[config.mk]
export PLATFORM = sky130hd
export DESIGN_NAME = bt_irq_unit
export DESIGN_NICKNAME = d
export VERILOG_FILES = /design/src/rtl/bt_irq_unit.sv
export SDC_FILE = /design/constraint.sdc
export NUM_CORES = 1
export LEC_CHECK = 0
export BUFFER_PORTS_ARGS = -buffer_cell sky130_fd_sc_hd__buf_2
export CELL_PAD_IN_SITES_DETAIL_PLACEMENT = 1
export CELL_PAD_IN_SITES_GLOBAL_PLACEMENT = 2
export CORE_UTILIZATION = 24
export CTS_BUF_LIST = sky130_fd_sc_hd__clkbuf_4 sky130_fd_sc_hd__clkbuf_8
export CTS_CLUSTER_DIAMETER = 120
export DETAILED_ROUTE_END_ITERATION = 6
export PLACE_DENSITY = 0.89
export RECOVER_POWER = 50
export SLEW_MARGIN = 20
export SYNTH_ARGS = -nofsm -noshare
export SYNTH_HDL_FRONTEND = slang
export SYNTH_SLANG_ARGS = --single-unit
[constraint.sdc]
create_clock -name clk -period 1.9 [get_ports clk]
set_input_delay 0.57 -clock clk [delete_from_list [all_inputs] [get_ports clk]]
set_output_delay 0.57 -clock clk [all_outputs]
set_load 0.005 [all_outputs]
[src/rtl/bt_irq_unit.sv]
module bt_irq_unit #(
  parameter int DW = 8
) (
  input  logic          clk,
  input  logic          rst_n,
  input  logic          b2h_flag,
  input  logic          h2b_flag,
  input  logic          busy_flag,
  input  logic          h_wr,
  input  logic          h_rd,
  input  logic [DW-1:0] h_wdata,
  output logic [DW-1:0] h_rdata,
  output logic          h_irq,
  input  logic          c_wr,
  input  logic          c_rd,
  input  logic          c_addr,
  input  logic [DW-1:0] c_wdata,
  output logic [DW-1:0] c_rdata,
  output logic          c_irq
);
  localparam int CSRC = 2;

  logic            b2h_q, h2b_q, busy_q;
  logic            h_mask_q, h_pend_q;
  logic [CSRC-1:0] c_mask_q, c_stat_q;

  wire            h_evt = b2h_flag & ~b2h_q & h_mask_q;
  wire [CSRC-1:0] c_evt = {~busy_flag & busy_q, h2b_flag & ~h2b_q} & c_mask_q;
  wire [CSRC-1:0] c_base = (c_wr && c_addr) ? c_wdata[CSRC-1:0] : c_stat_q;

  always_ff @(posedge clk) begin
    if (!rst_n) begin
      b2h_q    <= 1'b0;
      h2b_q    <= 1'b0;
      busy_q   <= 1'b0;
      h_mask_q <= 1'b0;
      h_pend_q <= 1'b0;
      h_irq    <= 1'b0;
      h_rdata  <= '0;
      c_mask_q <= '0;
      c_stat_q <= '0;
      c_irq    <= 1'b0;
      c_rdata  <= '0;
    end else begin
      b2h_q    <= b2h_flag;
      h2b_q    <= h2b_flag;
      busy_q   <= busy_flag;
      h_irq    <= h_pend_q & h_mask_q;
      c_irq    <= |(c_stat_q & c_mask_q);
      h_pend_q <= (h_pend_q & ~(h_wr & h_wdata[1])) | h_evt;
      if (h_wr) h_mask_q <= h_wdata[0];
      if (h_rd) h_rdata <= {{(DW-1){1'b0}}, h_mask_q};
      c_stat_q <= c_base | c_evt;
      if (c_wr && !c_addr) c_mask_q <= c_wdata[CSRC-1:0];
      if (c_rd) c_rdata <= {{(DW-CSRC){1'b0}}, (c_addr ? c_stat_q : c_mask_q)};
    end
  end
endmodule

==> metrics.md, run 1 <==
| Metric | Value |
|---|---|
| Crit path capture type | `output port` |
| Starting Density | `25.2%` |
| Largest cells by area after synthesis | `dfxtp_1 (45%), buf_4 (16%), mux2i_1 (9.7%)` |
| Critical path's slowest cell | `dfxtp_1` |
| H-Tree Depth | `1` |
| Worst Max-Slew Pin Slew | `0.538 ns` |
| Fmax | `768 MHz` |
| Core Region | `2450 um2` |
| I/O Pins | `44` |
| Register area share after synthesis | `45.3%` |
| Placed insts | `about 110` |
| DR iter-0 viols | `1` |
| CP arrival | `0.73 ns` |
| Avg Inst Size Synth | `10.1 um2` |
| Synth Warn # | `0` |
| Routed WL per cell | `just over 10 um` |
| Detailed Routing Iterations Pass 1 | `2` |
| Hold Startpoint | `c_rd` |
| Detailed Route WL | `1150 um` |
| ANT nets after route | `0` |
| Yosys cell types | `19` |
| Largest net degree at the start of global routing | `17` |
| Tcrit/Tclk final | `between 60% and 70%` |
| Worst-path clk slew | `0.08 ns` |
| Max-Cap Viols | `0` |
| Startpoint types | `register` |
| Layout area overhead | `17.2%` |
| CP max FO | `2` |
| Setup TNS | `0 ns` |
| DRC Markers | `0` |
| Mapped Cells | `61` |
| Status | `completed` |
| Clk_skew | `0.00326 ns` |
| Worst skew pair latency | `~0.28 ns` |
| Worst r2r src | `c_stat_q[0]` |
| Largest area contributor in the netlist | `dfxtp_1` |
| Fin. max-slew vios | `0` |
| RSZ-0062 raised after global routing | `false` |
| CP delay by family, top | `flip-flops` |
| Critical path origin | `c_rdata[1]` |
| Pwr dens | `a little over 800 nW/um2` |
| Main synth FF type | `dfxtp_1` |
| Synth top cells by count | `dfxtp_1 (14), buf_4 (13), mux2i_1 (6), nor2b_1 (6)` |
| # port buffers | `18` |
| Vias | `453` |
| Initial antenna violation count | `0` |
| Final Non-Filler Cells | `between 100 and 150` |
| Setup CP Type | `reg2out` |
| Worst Path Buf+Inv | `1` |
| Yosys reg bits | `14` |
| Most frequent cell after synthesis | `dfxtp_1` |
| Grt ovf | `0` |
| Via count of the first global-routing pass | `395` |
| Worst slew margin relative to its limit | `around 64%` |
| Fin. Hold Viols | `0` |
| Maximum VDD drop | `between 0.4 and 0.5 mV` |
| Clock Tree Root | `clkbuf_4` |
| # setup viols final | `0` |
| Worst-path cell chain | `buf_2` |
| Global-route wire length before repair | `between 1500 and 2000 um` |
| Async S/R FF share, synth | `0%` |
| LEAKAGE | `about 0.35 nW` |
| Post-CTS sizing | `0` |
| Total Routing Usage GR | `9.43%` |
| Vias per cell | `4.08` |
| Post-CTS Repair Setup Buffers | `0` |
| Critical path's largest stage delay | `0.34 ns` |
| Die X | `about 53 um` |
| Clock tree buffer depth | `2` |
| Rows | `18` |
| Die area | `~2800 um2` |
| Finished Core Util | `a little under 30%` |
| Hold Path Class | `in2reg` |
| Total power | `0.586 mW` |
| Hold_ws | `0.495 ns` |
| Final nets | `108` |
| ANT cells | `0` |
| CTS tree | `built` |
| Post-synth EDFFs | `0` |
| Sinks on Clock Net | `14` |
| Fill cells | `just over 300` |
| Share of layout cells above drive strength 1 | `29.6%` |
| Gpl congestion | `around 0.60` |
| Top-area cell type share of the netlist area | `45.3%` |
| Mapped Area | `618 um2` |
| Min cycle time layout | `1.30 ns` |
| Inserted Clock Buffers | `3` |
| Critical Path RT | `1.33 ns` |
| # hold bufs at CTS | `0` |
| Die Y-Extent | `around 53 um` |
## worst paths after layout
kind | slack, ns | to | cells after the start
setup / recovery | 0.60 | c_rdata[1] | 1
hold / removal | 0.49 | c_rdata[0] | 2
setup reg to reg | 1.01 | c_stat_q[0] | 2
hold reg to reg | 0.49 | h_pend_q | 1
## area by class of cell
cell class | instances | area [um2] | share of cell area, %
flip-flops and latches | 14 | 280 | 38.7
multi-input cells | 44 | 278 | 38.3
repair buffers | 18 | 88.8 | 12.3
well taps | 30 | 37.5 | 5.18
clock buffers | 4 | 36.3 | 5.01
inverters | 1 | 3.75 | 0.518
## per-stage QoR
step	area, um2	setup WS, ns
2_1_floorplan	663	0.671
3_3_place_gp	689	0.503
3_5_place_dp	689	0.484
4_1_cts	726	0.588
5_1_grt	724	0.544
6_report	724	0.598
## power breakdown
| group | internal (mW) | switching, mW |
|---|---|---|
| sequential | 0.307 | 0.00845 |
| clock | 0.117 | 0.0947 |
| combinational | 0.0297 | 0.0296 |
## state kept, by name, summed over array words and instances (netlist names)
register and flops:
c_rdata 2, h2b_q 1, h_rdata 1, c_stat_q 2, b2h_q 1, h_mask_q 1, h_irq 1, c_irq 1
busy_q 1, h_pend_q 1, c_mask_q 2
## layout by cell type, fill, tap and decap left out, drive strengths merged, types with 2 or more instances in the layout
master   n
mux2i    6
dfxtp   14
clkbuf   5
o21ai    3
conb    13
and2     3
nor2b    6
nand2    3
buf     17
a32o     2
a21oi    2
## routing by layer
layer | global-route usage, % | part of all wire, %
met1 | 10.2 | 43
met2 | 15.0 | 45
met3 | 6.09 | 11
met4 | 2.63 | 0.87
met5 | 0 | 0
## cell families (layout without fill, tap and decap cells)
| kind of cell | after synthesis | after routing | share of synthesized area (%) |
|---|---|---|---|
| and+or+nand+nor | 15 | 15 | 15.4 |
| buffers and inverters | 15 | 23 | 17.0 |
| muxes | 7 | 7 | 12.1 |
| DFF | 14 | 14 | 45.3 |
| other | 1 | 13 | 0.607 |
| AOI/OAI and AO/OA | 9 | 9 | 9.51 |
(Power assumes the default switching activity.)
==> inputs of run 2 (changes only) <==
--- a/config.mk
+++ b/config.mk
@@ -5,14 +5,15 @@
 export SDC_FILE = /design/constraint.sdc
 export NUM_CORES = 1
 export LEC_CHECK = 0
+export ABC_AREA = 1
 export BUFFER_PORTS_ARGS = -buffer_cell sky130_fd_sc_hd__buf_2
 export CELL_PAD_IN_SITES_DETAIL_PLACEMENT = 1
 export CELL_PAD_IN_SITES_GLOBAL_PLACEMENT = 2
-export CORE_UTILIZATION = 24
+export CORE_UTILIZATION = 20
 export CTS_BUF_LIST = sky130_fd_sc_hd__clkbuf_4 sky130_fd_sc_hd__clkbuf_8
 export CTS_CLUSTER_DIAMETER = 120
 export DETAILED_ROUTE_END_ITERATION = 6
-export PLACE_DENSITY = 0.89
+export PLACE_DENSITY = 0.82
 export RECOVER_POWER = 50
 export SLEW_MARGIN = 20
 export SYNTH_ARGS = -nofsm -noshare
==> constraint.sdc (replaced) <==
create_clock -name clk -period 1.22 [get_ports clk]
set_input_delay 0.366 -clock clk [delete_from_list [all_inputs] [get_ports clk]]
set_output_delay 0.366 -clock clk [all_outputs]
set_load 0.005 [all_outputs]
==> metrics.md, run 2 <==
| Metric | Value |
|---|---|
| Most frequent cell after synthesis | `nand2_1 (was dfxtp_1)` |
| Placed insts | `150 (was 107)` |
| Post-synth EDFFs | `0 (unchanged)` |
| I/O Pins | `44 (unchanged)` |
| Startpoint types | `register (unchanged)` |
| Tcrit/Tclk final | `89.2%` |
| Max-Cap Viols | `0 (unchanged)` |
| Clk_skew | `0.00255 ns (was 0.00326 ns)` |
| Hold_ws | `0.272 ns (was 0.495 ns)` |
| Most common cell after layout, fill and taps aside | `nand2_1 (was buf_2)` |
| Worst Path Buf+Inv | `1 (unchanged)` |
| Mapped Cells | `90 (was 61)` |
| LEAKAGE | `0.423 nW (was 0.347 nW)` |
| Total power | `0.934 mW (was 0.586 mW)` |
| Avg Inst Size Synth | `7.15 um2 (was 10.1 um2)` |
| Gpl congestion | `0.754 (was 0.604)` |
| Inserted Clock Buffers | `3 (unchanged)` |
| Clock tree buffer depth | `2 (unchanged)` |
| Clock Tree Root | `clkbuf_4 (unchanged)` |
| Top-area cell type share of the netlist area | `43.6% (was 45.3%)` |
| Post-synthesis mux area share | `0% (was 12.1%)` |
| Post-CTS sizing | `0 (unchanged)` |
| R2R setup slack | `0.46 ns (was 1.01 ns)` |
| Final worst slack | `0.131 ns (was 0.598 ns)` |
| Die Y-Extent | `58.7 um (was 52.8 um)` |
| Mapped Area | `643 um2 (was 618 um2)` |
| # setup viols final | `0 (unchanged)` |
| Initial antenna violation count | `0 (unchanged)` |
| Status | `completed (unchanged)` |
| Detailed Route WL | `1230 um (was 1150 um)` |
| Critical path's largest stage delay | `0.33 ns (was 0.34 ns)` |
| CP arrival | `0.72 ns (was 0.73 ns)` |
| CTS tree | `built (unchanged)` |
| Maximum VDD drop | `0.472 mV (was 0.418 mV)` |
| Yosys cell types | `12 (was 19)` |
| Commonest cells after routing, fill and taps aside | `nand2_1 (20), buf_2 (17), dfxtp_1 (14) (was buf_2 (17), dfxtp_1 (14), conb_1 (13))` |
| # port buffers | `18 (unchanged)` |
| Hpwl dp | `around 1000 um` |
| ANT cells | `0 (unchanged)` |
| DRC Markers | `0 (unchanged)` |
| Die X | `58.7 um (was 52.8 um)` |
| Global-route wire length before repair | `2100 um (was 1770 um)` |
| Rows | `20 (was 18)` |
| Top routing layer used | `met4 (unchanged)` |
| Place WS | `0.249 ns (was 0.484 ns)` |
| Total Routing Usage GR | `8.04% (was 9.43%)` |
| Hold Startpoint | `h_rd (was c_rd)` |
| Yosys reg bits | `14 (unchanged)` |
| Sw frac | `24.7% (was 22.6%)` |
| Fill cells | `408 (was 303)` |
| Synth top cells by count | `nand2_1 (20), dfxtp_1 (14), buf_4 (13) (was dfxtp_1 (14), buf_4 (13), mux2i_1 (6), nor2b_1 (6))` |
| Grt ovf | `0 (unchanged)` |
| DR iter-0 viols | `8 (was 1)` |
| Synth Area in Compound Gates | `4.67% (was 9.51%)` |
| Hold depth | `2 (unchanged)` |
| Met3 wire len | `90 um (was 127 um)` |
| H-Tree Depth | `1 (unchanged)` |
| Core Region | `3050 um2 (was 2450 um2)` |
| Vias | `546 (was 453)` |
| Largest area contributor in the netlist | `dfxtp_1 (unchanged)` |
| Detailed Routing Iterations Pass 1 | `3 (was 2)` |
| Min cycle time layout | `between 1 and 1.5 ns` |
| Crit path capture type | `output port (unchanged)` |
| Main synth FF type | `dfxtp_1 (unchanged)` |
| Synth Area in Simple Gates | `26.7% (was 15.4%)` |
| R2R cell count | `4 (was 2)` |
| Worst Hold Path EP | `h_rdata[0] (was c_rdata[0])` |
| Worst-path cell chain | `buf_2 (unchanged)` |
| Via count of the first global-routing pass | `517 (was 395)` |
| Register area share after synthesis | `43.6% (was 45.3%)` |
| RSZ-0062 raised after global routing | `false (unchanged)` |
| Pwr dens | `1230 nW/um2 (was 809 nW/um2)` |
| Sinks on Clock Net | `14 (unchanged)` |
| Comb power frac | `11.0% (was 10.1%)` |
| Wl on met1 | `556 um (was 491 um)` |
| Setup TNS | `0 ns (unchanged)` |
| Critical Path RT | `0.85 ns (was 1.33 ns)` |
| Worst-path clk slew | `0.08 ns (about the same)` |
| Async S/R FF share, synth | `0% (unchanged)` |
| Met2 routed WL | `566 um (was 524 um)` |
| Die area | `3450 um2 (was 2780 um2)` |
| Largest cells by area after synthesis | `dfxtp_1 (44%), buf_4 (15%), nand2_1 (12%) (was dfxtp_1 (45%), buf_4 (16%), mux2i_1 (9.7%))` |
| ANT nets after route | `0 (unchanged)` |
| Hold Path Class | `in2reg (unchanged)` |
| Starting Density | `21.1% (was 25.2%)` |
| Vias per cell | `3.55 (was 4.08)` |
| Final nets | `137 (was 108)` |
| R2r endpoint | `h_mask_q (was c_stat_q[0])` |
| Register share of total power | `52.8% (was 53.8%)` |
| Critical path's slowest cell | `dfxtp_1 (unchanged)` |
| Final Non-Filler Cells | `154 (was 111)` |
| Worst skew pair latency | `0.28 ns (about the same)` |
| Largest family of logic cells by synthesized area | `simple AND/OR/NAND/NOR gates (was buffers and inverters)` |
| Int Power | `0.703 mW (was 0.453 mW)` |
| Fmax | `918 MHz` |
| Fin. max-slew vios | `0 (unchanged)` |
| XOR/XNOR share of the synthesized area | `0% (unchanged)` |
| Fin. Hold Viols | `0 (unchanged)` |
| # hold bufs at CTS | `0 (unchanged)` |
| Clock power frac | `36.2% (was 36.1%)` |
| Synth Warn # | `0 (unchanged)` |
| CP max FO | `2 (unchanged)` |
| Setup CP Type | `reg2out (unchanged)` |
| CP delay by family, top | `flip-flops (unchanged)` |
| Worst r2r src | `h_mask_q (was c_stat_q[0])` |
| Layout area overhead | `18.1% (was 17.2%)` |
| Largest net degree at the start of global routing | `12 (was 17)` |
| Routed WL per cell | `7.95 um (was 10.4 um)` |
| Share of layout cells above drive strength 1 | `20.9% (was 29.6%)` |
| Seq. cell area | `280 um2 (unchanged)` |
| Largest regs | `c_mask_q: 2 flops, c_rdata: 2 flops, c_stat_q: 2 flops (unchanged)` |
| Adder-Cell Fraction of Synth Area | `0% (unchanged)` |
| Post-CTS Repair Setup Buffers | `0 (unchanged)` |
| Multi-input combinational cell area | `250 um2 (was 278 um2)` |
| Psw | `0.231 mW (was 0.133 mW)` |
[run 2: cell types whose count changed in the layout (fill, tap and decap cells not counted), sizes merged, moves of 6 or more]
cell	before	now
nand2	3	21
inv	1	13
nand3	0	9
nor2b	6	0
nor2	0	12
mux2i	6	0
[run 2: cell type report]
class,count,area share (%)
Clock buffer,4,4.78
Inverter,13,6.43
Multi-Input combinational cell,61,32.9
Sequential cell,14,36.9
Tap cell,44,7.25
Timing Repair Buffer,18,11.7
[run 2: cells by family (layout without fill, tap and decap cells)]
kind of cell,count (synthesis),count (layout)
buffers and inverters,27,35
DFF,14,14
AOI/OAI and AO/OA,6,6
and+or+nand+nor,42,42
other,1,13
[run 2: power by group through the flow]
stage | combinational (mW) | clock (mW) | sequential (mW)
after CTS | 0.106 | 0.351 | 0.493
final | 0.103 | 0.338 | 0.493
after global routing | 0.121 | 0.370 | 0.497
after floorplan | 0.0913 | 0 | 0.502
after detailed placement | 0.105 | 0 | 0.504
after global placement | 0.102 | 0 | 0.503
[run 2: per-stage QoR]
stage | cell area, um2 | utilization [%]
3_5_place_dp | 724 | 23.7
2_1_floorplan | 688 | -
4_1_cts | 761 | 24.9
6_report | 759 | 24.9
5_1_grt | 759 | 24.9
3_3_place_gp | 724 | 23.7
[run 2: routing by layer]
| metal | vias to the layer above | GRT usage, % |
|---|---|---|
| met5 | - | 0 |
| met4 | 0 | 3.06 |
| met3 | 3 | 3.30 |
| li1 | 284 | - |
| met2 | 20 | 12.8 |
| met1 | 239 | 9.70 |
[run 2: how the worst max path moves through the flow]
| stage | startpoint | end | cells past startpoint |
|---|---|---|---|
| finish | h_rdata[0] | h_rdata[0] | 1 |
| global route | c_rdata[0] | c_rdata[0] | 1 |
| CTS | c_rdata[1] | c_rdata[1] | 1 |
| detailed placement | c_addr | c_mask_q[1] | 5 |
| global placement | rst_n | c_rdata[1] | 5 |
| floorplan | rst_n | h_pend_q | 5 |
